===== config.mk =====
export PLATFORM = sky130hd
export DESIGN_NAME = rom_bank_switch
export DESIGN_NICKNAME = d
export VERILOG_FILES = /design/src/rtl/bsw_pkg.sv /design/src/rtl/bsw_decode.sv /design/src/rtl/bsw_qualify.sv /design/src/rtl/bsw_group.sv /design/src/rtl/rom_bank_switch.sv
export SDC_FILE = /design/constraint.sdc
export NUM_CORES = 1
export LEC_CHECK = 0
export ABC_AREA = 1
export BUFFER_PORTS_ARGS = -buffer_cell sky130_fd_sc_hd__buf_2
export CAP_MARGIN = 5
export CORE_AREA = 2 2 43 45
export DETAILED_ROUTE_END_ITERATION = 6
export DIE_AREA = 0 0 45 47
export GPL_TIMING_DRIVEN = 1
export MAX_ROUTING_LAYER = met4
export PLACE_DENSITY = 0.7
export SLEW_MARGIN = 0
export SYNTH_ARGS = -nofsm -noshare
export SYNTH_HDL_FRONTEND = slang
export SYNTH_SLANG_ARGS = --single-unit

===== constraint.sdc =====
create_clock -name clk -period 1 [get_ports clk]
set_input_delay 0.1 -clock clk [delete_from_list [all_inputs] [get_ports clk]]
set_output_delay 0.1 -clock clk [all_outputs]
set_load 0.1 [all_outputs]

===== src/rtl/bsw_pkg.sv =====
package bsw_pkg;

    localparam int WORD_W    = 10;
    localparam int ADDR_W    = 16;
    localparam int PAGE_W    = 4;
    localparam int MAX_BANKS = 4;
    localparam int BANK_W    = $clog2(MAX_BANKS);

    typedef logic [BANK_W-1:0] bank_t;
    typedef logic [WORD_W-1:0] word_t;

    // decoded meaning of one fetched word
    typedef struct packed {
        logic  sel;   // one of the bank-select opcodes
        bank_t req;   // requested bank index
        logic  off;   // power-off opcode
    } op_t;

    function automatic logic [PAGE_W-1:0] page_of(input logic [ADDR_W-1:0] a);
        return a[ADDR_W-1 -: PAGE_W];
    endfunction

endpackage


===== src/rtl/bsw_decode.sv =====
module bsw_decode
    import bsw_pkg::*;
#(
    parameter logic [MAX_BANKS*WORD_W-1:0] OP_SEL = {10'h1C0, 10'h140, 10'h180, 10'h100},
    parameter logic [WORD_W-1:0]           OP_OFF = 10'h060
) (
    input  word_t word,
    output op_t   op
);
    logic [MAX_BANKS-1:0] match;

    for (genvar i = 0; i < MAX_BANKS; i++) begin : g_match
        assign match[i] = (word == OP_SEL[i*WORD_W +: WORD_W]);
    end

    always_comb begin
        op     = '0;
        op.off = (word == OP_OFF);
        for (int i = 0; i < MAX_BANKS; i++) begin
            if (match[i]) begin
                op.sel = 1'b1;
                op.req = bank_t'(i);
            end
        end
    end

    // distinct opcode encodings never match together
    always_comb begin
        a_onehot_sel_r2: assert ($onehot0(match));
    end
endmodule


===== src/rtl/bsw_qualify.sv =====
module bsw_qualify
    import bsw_pkg::*;
(
    input  logic  clk,
    input  logic  rst,
    input  logic  vld,
    input  logic  hit,
    input  word_t word,
    output logic  armed
);
    always_ff @(posedge clk) begin
        if (rst)
            armed <= 1'b0;
        else if (vld)
            armed <= hit & ~word[WORD_W-1];
    end

    // a foreign fetch leaves the memory unarmed
    p_foreign_clears_r4: assert property (@(posedge clk) disable iff (rst)
        (vld && !hit) |=> !armed);
    // arming comes only from an own fetch with bit 9 clear
    p_arm_source_r3: assert property (@(posedge clk) disable iff (rst)
        $rose(armed) |-> $past(vld && hit && !word[WORD_W-1]));
    // idle cycles keep the flag
    p_idle_holds_r10: assert property (@(posedge clk) disable iff (rst)
        !vld |=> $stable(armed));
endmodule


===== src/rtl/bsw_group.sv =====
module bsw_group
    import bsw_pkg::*;
#(
    parameter logic [3:0] FIT = 4'd4
) (
    input  logic  clk,
    input  logic  rst,
    input  logic  take,
    input  bank_t req,
    input  logic  off,
    output bank_t bank
);
    logic fitted;
    assign fitted = ({2'b00, req} < FIT);

    always_ff @(posedge clk) begin
        if (rst || off)
            bank <= '0;
        else if (take && fitted)
            bank <= req;
    end

    // power-off returns the pair to the first bank
    p_off_home_r9: assert property (@(posedge clk) disable iff (rst)
        off |=> (bank == '0));
    // the index never names an unfitted bank
    p_fitted_r8: assert property (@(posedge clk) disable iff (rst)
        ({2'b00, bank} < FIT));
    // without a command the pair holds its bank
    p_hold_r5: assert property (@(posedge clk) disable iff (rst)
        (!take && !off) |=> $stable(bank));
endmodule


===== src/rtl/rom_bank_switch.sv =====
module rom_bank_switch
    import bsw_pkg::*;
#(
    parameter int                          BASE_PAGE    = 8,
    parameter logic [MAX_BANKS*WORD_W-1:0] OP_SEL       = {10'h1C0, 10'h140, 10'h180, 10'h100},
    parameter logic [WORD_W-1:0]           OP_OFF       = 10'h060,
    parameter logic [4*((16-BASE_PAGE)/2)-1:0] FITTED_BANKS = {4'd4, 4'd4, 4'd2, 4'd4}
) (
    input  logic                                  clk,
    input  logic                                  rst,
    input  logic                                  mode_all_pages,
    input  logic                                  fetch_vld,
    input  logic [15:0]                           fetch_addr,
    input  logic [9:0]                            fetch_word,
    input  logic                                  fetch_hit,
    output logic [BANK_W*((16-BASE_PAGE)/2)-1:0]  bank_idx
);
    localparam int NUM_GROUPS = (16 - BASE_PAGE) / 2;

    op_t                   op;
    logic                  armed;
    logic                  own_fetch;
    logic                  ev_sel;
    logic                  ev_off;
    logic [PAGE_W-1:0]     page;
    logic [NUM_GROUPS-1:0] mine;
    logic [11:0]           addr_low_unused;

    assign addr_low_unused = fetch_addr[11:0];
    assign page      = page_of(fetch_addr);
    assign own_fetch = fetch_vld & fetch_hit;
    assign ev_sel    = own_fetch & op.sel & armed;
    assign ev_off    = own_fetch & op.off;

    bsw_decode #(.OP_SEL(OP_SEL), .OP_OFF(OP_OFF)) u_dec (
        .word (fetch_word),
        .op   (op)
    );

    bsw_qualify u_qual (
        .clk   (clk),
        .rst   (rst),
        .vld   (fetch_vld),
        .hit   (fetch_hit),
        .word  (fetch_word),
        .armed (armed)
    );

    for (genvar g = 0; g < NUM_GROUPS; g++) begin : g_pair
        localparam logic [PAGE_W-2:0] PAIR = (PAGE_W-1)'(BASE_PAGE/2 + g);
        bank_t bank;

        assign mine[g] = (page[PAGE_W-1:1] == PAIR);

        bsw_group #(.FIT(FITTED_BANKS[4*g +: 4])) u_grp (
            .clk  (clk),
            .rst  (rst),
            .take (ev_sel & (mode_all_pages | mine[g])),
            .req  (op.req),
            .off  (ev_off),
            .bank (bank)
        );

        assign bank_idx[BANK_W*g +: BANK_W] = bank;
    end

    // nothing but an own fetch can move any bank
    p_only_own_fetch_r4: assert property (@(posedge clk) disable iff (rst)
        !own_fetch |=> $stable(bank_idx));
    // an opcode after an unqualified word leaves all banks in place
    p_unarmed_ignored_r3: assert property (@(posedge clk) disable iff (rst)
        (own_fetch && !armed && !op.off) |=> $stable(bank_idx));
endmodule


==> results.md, run 1 <==
Cells and area:
- The number of diodes added for antenna fixing is 0.
- The total area of sequential cells is 191 um^2.
- The ratio of cells with drive above 1 in the final layout is 40.0%.
- In the layout the commonest cells are 24 x sky130_fd_sc_hd__nand2_1, 21 x sky130_fd_sc_hd__inv_1, 18 x sky130_fd_sc_hd__nor2_1.
- Compared with the post-synthesis result, the final layout area differs by 63.4%.
- In the final layout, the multi-input gates occupy 318 um^2.
- The commonest non-fill, non-tap cell in the layout is sky130_fd_sc_hd__nand2_1.
- The count of nets after finishing is 162.
- The final design area excluding fillers is 938 um^2.
- The final-layout fill cell count is 146.

Clock tree:
- The buffer depth of the longest clock path is 2.
- TritonCTS built the clock tree.
- The clock root buffer is sky130_fd_sc_hd__clkbuf_4.
- In this run the number of H-tree levels came out at 1.
- The number of sinks on the clock net is 9.
- The clock transition at the registers of the reported paths is 0.06 ns.
- The number of CTS-inserted buffers is 3.
- The clock reaches the later pin of the worst-skew pair after 0.27 ns.
- The number of hold-repair buffers added at the cts stage is 0.

Timing:
- The total count of max-transition violations in the final report was 0.
- The minimum hold slack is 0.0219 ns.
- Timing would allow up to 1040 MHz.
- On the final layout, the worst clock skew is 0.000991 ns.
- After layout, the minimum clock period comes to 0.961 ns.
- Setup violations remaining at the end of the flow were counted as 0.
- Of the available clock period, the critical path in the final layout requires 96.1%.
- Setup repair after global routing could not meet its margin everywhere.
- The number of hold violations in the final report is 0.
- At the pin with the least slew margin, the transition time is 0.360 ns.
- The worst-case headroom to the max-slew limit is 75.7%.

Global routing:
- For met2 alone, demand over resource in global routing was 25.7%.
- The met3 demand-to-capacity share in global routing is 6.92%.
- The via count of the first global-routing pass is 597.
- The met1 layer usage reported by global route is 15.6%.
- In the global route stage, overall resource usage came out at 15.2%.
- The number of antenna violations at the first check in global routing is 0.
- The wire length of the first global-routing pass is 2.21 mm.
- The remaining global-route overflow is 0.
- Entering global routing, the biggest net connects 9 pins.
- After global routing, the most crowded layer is met2.

Place:
- The global placer's final weighted congestion is 0.806.
- The count of port buffers added during placement is 25.
- Detailed placement finished with a half-perimeter wire length of 1.06 mm.
- In this run the cell area measured after placement is 881 um^2.

Route:
- After detailed routing, the total wire length is 1.28 mm.
- The post-detailed-route count of antenna-violating nets is 0.
- In the routed layout, each cell is associated on average with a via count of 4.37.
- For this run, design rule violations remaining after detail routing come to 0.
- The routed length per placed instance is 8.69 um.
- The vias after detailed routing is 643.
- For this block, the initial DRC count from the detailed router was 13.
- The number of detailed-route iterations in the first pass is 4.

Floorplanning:
- In this run the vertical extent of the chip is 47 um.
- After floorplanning, the core was sized to cover 1650 um^2.
- In this run the horizontal extent of the chip is 45 um.
- For this configuration, the core starts out at a cell density of 34.8%.
- In this run the count of I/O pins placed on the die edge is 39.
- After floorplanning, the core was divided into 15 placement rows.
- The floorplan step defined a die boundary enclosing 2120 um^2.

Power and ir drop:
- The total chip power is 0.764 mW.
- In this run the power density over the cells is 814 nW/um^2.
- In this run the static leakage power is 0.471 nW.
- The largest voltage drop on the vdd net is 644 uV.

Run:
- The count of maximum capacitance violations is 0.

Critical path:
- The worst setup path is launched from a register.
- The top fanout value on the critical path is 5.
- The worst register-to-register path begins at u_qual.armed.
- The worst reg2reg path depth is 7.
- The endpoint identified for the worst register-to-register timing path is g_pair[0].u_grp.bank[0].
- The critical path in this run is classified as reg -> reg.
- Data arrives at the worst endpoint at 1.16 ns.
- Setup slack on the worst reg-to-reg path comes out at 0.04 ns.
- At the worst endpoint, the required time is 1.20 ns.
- The worst setup path is captured at a register.

Yosys:
- Synthesis produced a netlist with a net count of 127.
- The cell count after synthesis came out at 96.
- The cell area after technology mapping is 574 um^2.
- The sequential element share of the synthesized area is 31.4%.
- The number of different library cells used by synthesis comes to 17.
- After synthesis the netlist holds a flip-flop and latch count of 9.
- A synthesized cell averages 5.98 um^2.
- During synthesis, Yosys emitted a total of 0 warnings.

Outcome:
- The run finished with clean final reports.

Hold path:
- The tightest min-delay check is of the in -> reg type.
- Along the worst hold path, the cell count comes to 2.
- The path with the worst hold slack has its endpoint at u_qual.armed.
- The worst hold path begins at rst.
==> cell type report <==
| class | instances | area share [%] |
|---|---|---|
| Clock buffer | 4 | 2.80 |
| Tap cell | 17 | 2.27 |
| Inverter | 23 | 9.20 |
| Sequential cell | 9 | 20.4 |
| Multi-Input combinational cell | 64 | 33.9 |
| Timing Repair Buffer | 30 | 31.5 |
==> state kept, by name (all words and copies together), names as in the netlist <==
| name | flops |
|---|---|
| g_pair.u_grp.bank | 8 |
| u_qual.armed | 1 |
==> through the flow <==
step           util (%)  cells  setup WS, ns   TNS, ns
3_3_place_gp       53.3    142       0.00329         0
2_1_floorplan         -     96      -0.00181  -0.00181
4_1_cts            56.1    147        0.0238         0
3_5_place_dp       53.3    142       -0.0314   -0.0387
6_report           56.8    147        0.0386         0
5_1_grt            56.8    147       -0.0519    -0.261
==> cells in the mapped netlist <==
cell                        n  share of area [%]
sky130_fd_sc_hd__nor2_2     1                1.1
sky130_fd_sc_hd__nor2_1    18                 12
sky130_fd_sc_hd__inv_2      2                1.3
sky130_fd_sc_hd__a21oi_1    1               0.87
sky130_fd_sc_hd__inv_1     21                 14
sky130_fd_sc_hd__or2_2      1                1.1
sky130_fd_sc_hd__o21ai_0    3                2.6
sky130_fd_sc_hd__nor3_1     2                1.7
sky130_fd_sc_hd__o21bai_1   1                1.3
sky130_fd_sc_hd__dfxtp_1    9                 31
sky130_fd_sc_hd__o21ai_1    1               0.87
sky130_fd_sc_hd__nand4_1    2                2.2
sky130_fd_sc_hd__nand3_1    4                3.5
sky130_fd_sc_hd__nor2_4     2                3.9
sky130_fd_sc_hd__nand3_2    2                3.5
sky130_fd_sc_hd__a21oi_4    1                2.8
sky130_fd_sc_hd__nand2_1   25                 16
==> what timing repair did <==
action | CTS | global route
endpoints found under the setup margin | 1 | 7
pin swaps | 1 | 3
setup buffers | 1 | 0
gates resized for setup | 0 | 3
cloned | 0 | 0
==> worst max path at each step <==
stage,slack [ns],cells past startpoint,end,startpoint
6_report,0.04,7,g_pair[0].u_grp.bank[0],u_qual.armed
5_1_grt,-0.05,7,g_pair[2].u_grp.bank[1],u_qual.armed
4_1_cts,0.02,6,g_pair[1].u_grp.bank[0],u_qual.armed
3_5_place_dp,-0.03,6,g_pair[1].u_grp.bank[0],u_qual.armed
3_3_place_gp,0.003,7,g_pair[1].u_grp.bank[0],fetch_word[1]
2_1_floorplan,-0.002,3,g_pair[1].u_grp.bank[0],g_pair[1].u_grp.bank[0]
==> kinds of logic (layout without fill, tap and decap cells) <==
group           Yosys count  in the layout  synth area share (%)
simple gates             57             57                  45.1
buf+inv                  23             57                  15.0
flops                     9              9                  31.4
compound gates            7              7                  8.50
==> critical path, stage by stage, from the launching register on <==
cell	delay, ns
sky130_fd_sc_hd__dfxtp_2	0.32
sky130_fd_sc_hd__inv_2	0.04
sky130_fd_sc_hd__nor2_4	0.11
sky130_fd_sc_hd__buf_12	0.12
sky130_fd_sc_hd__nand3_4	0.08
sky130_fd_sc_hd__nand2_1	0.07
sky130_fd_sc_hd__nand2_1	0.05
sky130_fd_sc_hd__nor2_1	0.11
==> power breakdown <==
group	switching (mW)	total, mW	internal [mW]	leakage (nW)
Clock	0.131	0.284	0.154	0.0150
Sequential	0.000584	0.361	0.360	0.0771
Combinational	0.0654	0.119	0.0532	0.379
==> metal layers <==
| metal | vias up | wire [um] | part of all wire [%] |
|---|---|---|---|
| li1 | 353 | - | - |
| met1 | 276 | 497 | 39 |
| met5 | - | 0 | 0 |
| met3 | 2 | 62 | 4.9 |
| met4 | 0 | 19 | 1.5 |
| met2 | 12 | 698 | 55 |
Note: power is estimated with default switching activity, not from simulation.
==> run 2, diff against run 1 <==
--- a/config.mk
+++ b/config.mk
@@ -13,7 +13,7 @@
 export DIE_AREA = 0 0 45 47
 export GPL_TIMING_DRIVEN = 1
 export MAX_ROUTING_LAYER = met4
-export PLACE_DENSITY = 0.7
+export PLACE_DENSITY = 0.72
 export SLEW_MARGIN = 0
 export SYNTH_ARGS = -nofsm -noshare
 export SYNTH_HDL_FRONTEND = slang
==> results.md, run 2 (synthesized netlist as in run 1, its figures left out) <==
Global routing:
- The number of antenna violations at the first check in global routing came to 0.
- Across every metal layer, demand over resource in global routing totals 16.7%.
- The first global-routing pass estimated 2.44 mm of wire.
- The total overflow left after global routing is 0.
- The largest net degree at the start of global routing is 9.
- The via count of the first global-routing pass is 652.

Critical path:
- The sort of element at the end of the critical path is a register.
- The kind of launch point of the worst setup path is a register.
- The required time at the worst-slack endpoint is 1.21 ns.
- Data on the critical path arrives at its endpoint at 1.23 ns.
- The path type of the worst setup path is reg -> reg.
- Of all nets on the critical path, the largest fanout is 4.

Place:
- Port buffering added 25 buffers.
- Timing analysis after detailed placement gives a worst setup slack of -0.0568 ns.
- Routability-driven placement finished with a final weighted congestion of 0.789.
- Counting tap cells, the placed design contains a total of 142 instances.
- The wire-length estimate of the detail-placed layout is 1.20 mm.

Clock tree:
- The number of CTS-inserted buffers is 3.
- The clock transition at the registers of the reported paths is 0.06 ns.
- The number of hold-repair buffers added at the cts stage is 0.
- The insertion delay of the later-clocked pin in the worst-skew pair is 0.27 ns.
- The CTS tree is yes.
- In this run the clock root is driven by a sky130_fd_sc_hd__clkbuf_4.
- The number of sinks on the clock net is 9.
- No sink is reached through more buffers than the 2 on the longest clock path.
- CTS built an H-tree with a depth of 1.

Cells and area:
- In the final layout, the registers with the most flip-flops are g_pair.u_grp.bank x8, u_qual.armed x1.
- The core occupancy in the finished layout is 57.7%.
- The post-route netlist has 42.7% of its cells at a drive strength greater than 1.
- The register with the most flip-flops in the final layout is g_pair.u_grp.bank.
- From synthesis to final layout, the design area changed by 66.0%.
- The commonest non-fill, non-tap cell in the layout is sky130_fd_sc_hd__nand2_1.
- The number of diodes added for antenna fixing is 0.
- The final non-filler cell total is 148.
- The net count of the finished layout is 163.
- In the layout the commonest cells are 23 x sky130_fd_sc_hd__nand2_1, 21 x sky130_fd_sc_hd__inv_1, 18 x sky130_fd_sc_hd__nor2_1.
- The number of flip-flops under the largest register name is 8.
- The final-layout fill cell count is 152.

Route:
- The number of detailed-route iterations in the first pass is 6.
- The count of nets left with antenna violations once routing finished came out at 0.
- The total wire length after detailed routing is 1.54 mm.
- The number of violations reported at the end of detailed-routing iteration 0 is 22.
- After detailed routing, the number of remaining DRC violations is 0.
- The vias per cell is 4.66.
- In the final routed layout, each cell accounts on average for 10.4 um.
- The vias after detailed routing is 690.

Timing:
- The worst-case headroom to the max-slew limit is 78.5%.
- The number of hold violations in the final report came to 0.
- Setup violations remaining at the end of the flow were counted as 5.
- The post-route setup TNS is -0.0820 ns.
- Setup repair after global routing could not meet its margin everywhere.
- The time the final worst path needs with I/O delays and setup is 1.02 ns.
- The highest attainable clock frequency is 976 MHz.
- On the final layout, the worst clock skew is 0.00406 ns.
- The worst path setup slack after routing is -0.0246 ns.
- In the finished design, the share of the clock period the worst path needs comes to 102%.
- The total count of max-transition violations in the final report was 0.
- For the pin with the worst max-slew slack, the measured transition is 0.320 ns.

Power and ir drop:
- VDD sags by at most 808 uV.
- The total chip power is 0.776 mW.
- The analysis attributes to cell leakage a power of 0.478 nW.
- Dividing total power by cell area gives a power density of 814 nW/um^2.

Outcome:
- The flow ran to the end, but the final reports show violations.
- The checks that failed: setup timing.

Floorplanning:
- The height of the die is 47 um.
- The area of the core is 1650 um^2.
- Once the floorplan was initialized, standard cells occupied 34.8% of the core.
- The die covers 2120 um^2.
- The width of the die is 45 um.
- The number of core rows is 15.
- The number of I/O pins is 39.

Hold path:
- In this run the worst hold path is classified as in -> reg.

Run:
- Across the run, the number of max-cap violations was 0.
==> run 2: changes by cell type in the layout (fill, tap and decap cells not counted) <==
| cell | delta |
|---|---|
| sky130_fd_sc_hd__nand3_2 | +2 |
| sky130_fd_sc_hd__nand2_1 | -1 |
| sky130_fd_sc_hd__nand3_1 | -2 |
| sky130_fd_sc_hd__buf_12 | -1 |
| sky130_fd_sc_hd__nand2_2 | +1 |
| sky130_fd_sc_hd__buf_6 | +2 |
==> run 2: what timing repair did <==
action / 4_1_cts / 5_1_grt
pin swaps: 1 / 6
setup buffers: 2 / 0
endpoints found under the setup margin: 1 / 6
resized for setup: 1 / 7
==> run 2: critical path, stage by stage (launching register included) <==
cell                      delay [ns]
sky130_fd_sc_hd__dfxtp_2        0.32
sky130_fd_sc_hd__inv_2          0.04
sky130_fd_sc_hd__nor2_4         0.17
sky130_fd_sc_hd__buf_6          0.13
sky130_fd_sc_hd__nand3_2        0.08
sky130_fd_sc_hd__nand2_1        0.10
sky130_fd_sc_hd__inv_1          0.04
sky130_fd_sc_hd__nor2_1         0.08
==> run 2: final cells by class <==
cell class	count	area [um^2]	share of cell area, %
Timing Repair Buffer	31	298	31.2
Tap cell	17	21.3	2.23
Inverter	23	86.3	9.06
Multi-Input combinational cell	64	330	34.6
Clock buffer	4	26.3	2.76
Sequential cell	9	191	20.1
==> run 2: final timing paths <==
check        slack [ns]                    start                      end  depth (start not counted)
max               -0.02             u_qual.armed  g_pair[3].u_grp.bank[0]                          7
min                0.02                      rst             u_qual.armed                          2
max reg2reg       -0.02             u_qual.armed  g_pair[3].u_grp.bank[0]                          7
min reg2reg        0.47  g_pair[1].u_grp.bank[1]  g_pair[1].u_grp.bank[1]                          2
==> run 2: power breakdown <==
part           internal, mW  switching [mW]  total, mW
Combinational        0.0533          0.0691      0.122
Sequential            0.360        0.000646      0.361
Clock                 0.154           0.139      0.293
Total                 0.568           0.208      0.776
==> run 2: stage by stage <==
| stage | instance area, um^2 | hold WS, ns |
|---|---|---|
| finish | 953 | 0.0201 |
| global route | 953 | 0.0260 |
| CTS | 927 | 0.0242 |
| detailed placement | 881 | 0.307 |
| global placement | 881 | 0.312 |
| floorplan | 584 | 0.169 |
==> run 2: per-layer routing <==
metal  vias up  track usage (%)  wire length, um
met5         -                -                0
met1       314             14.5              544
met2        16             32.3              897
met4         0             4.71               29
met3         4             7.31               72
li1        356                -                -
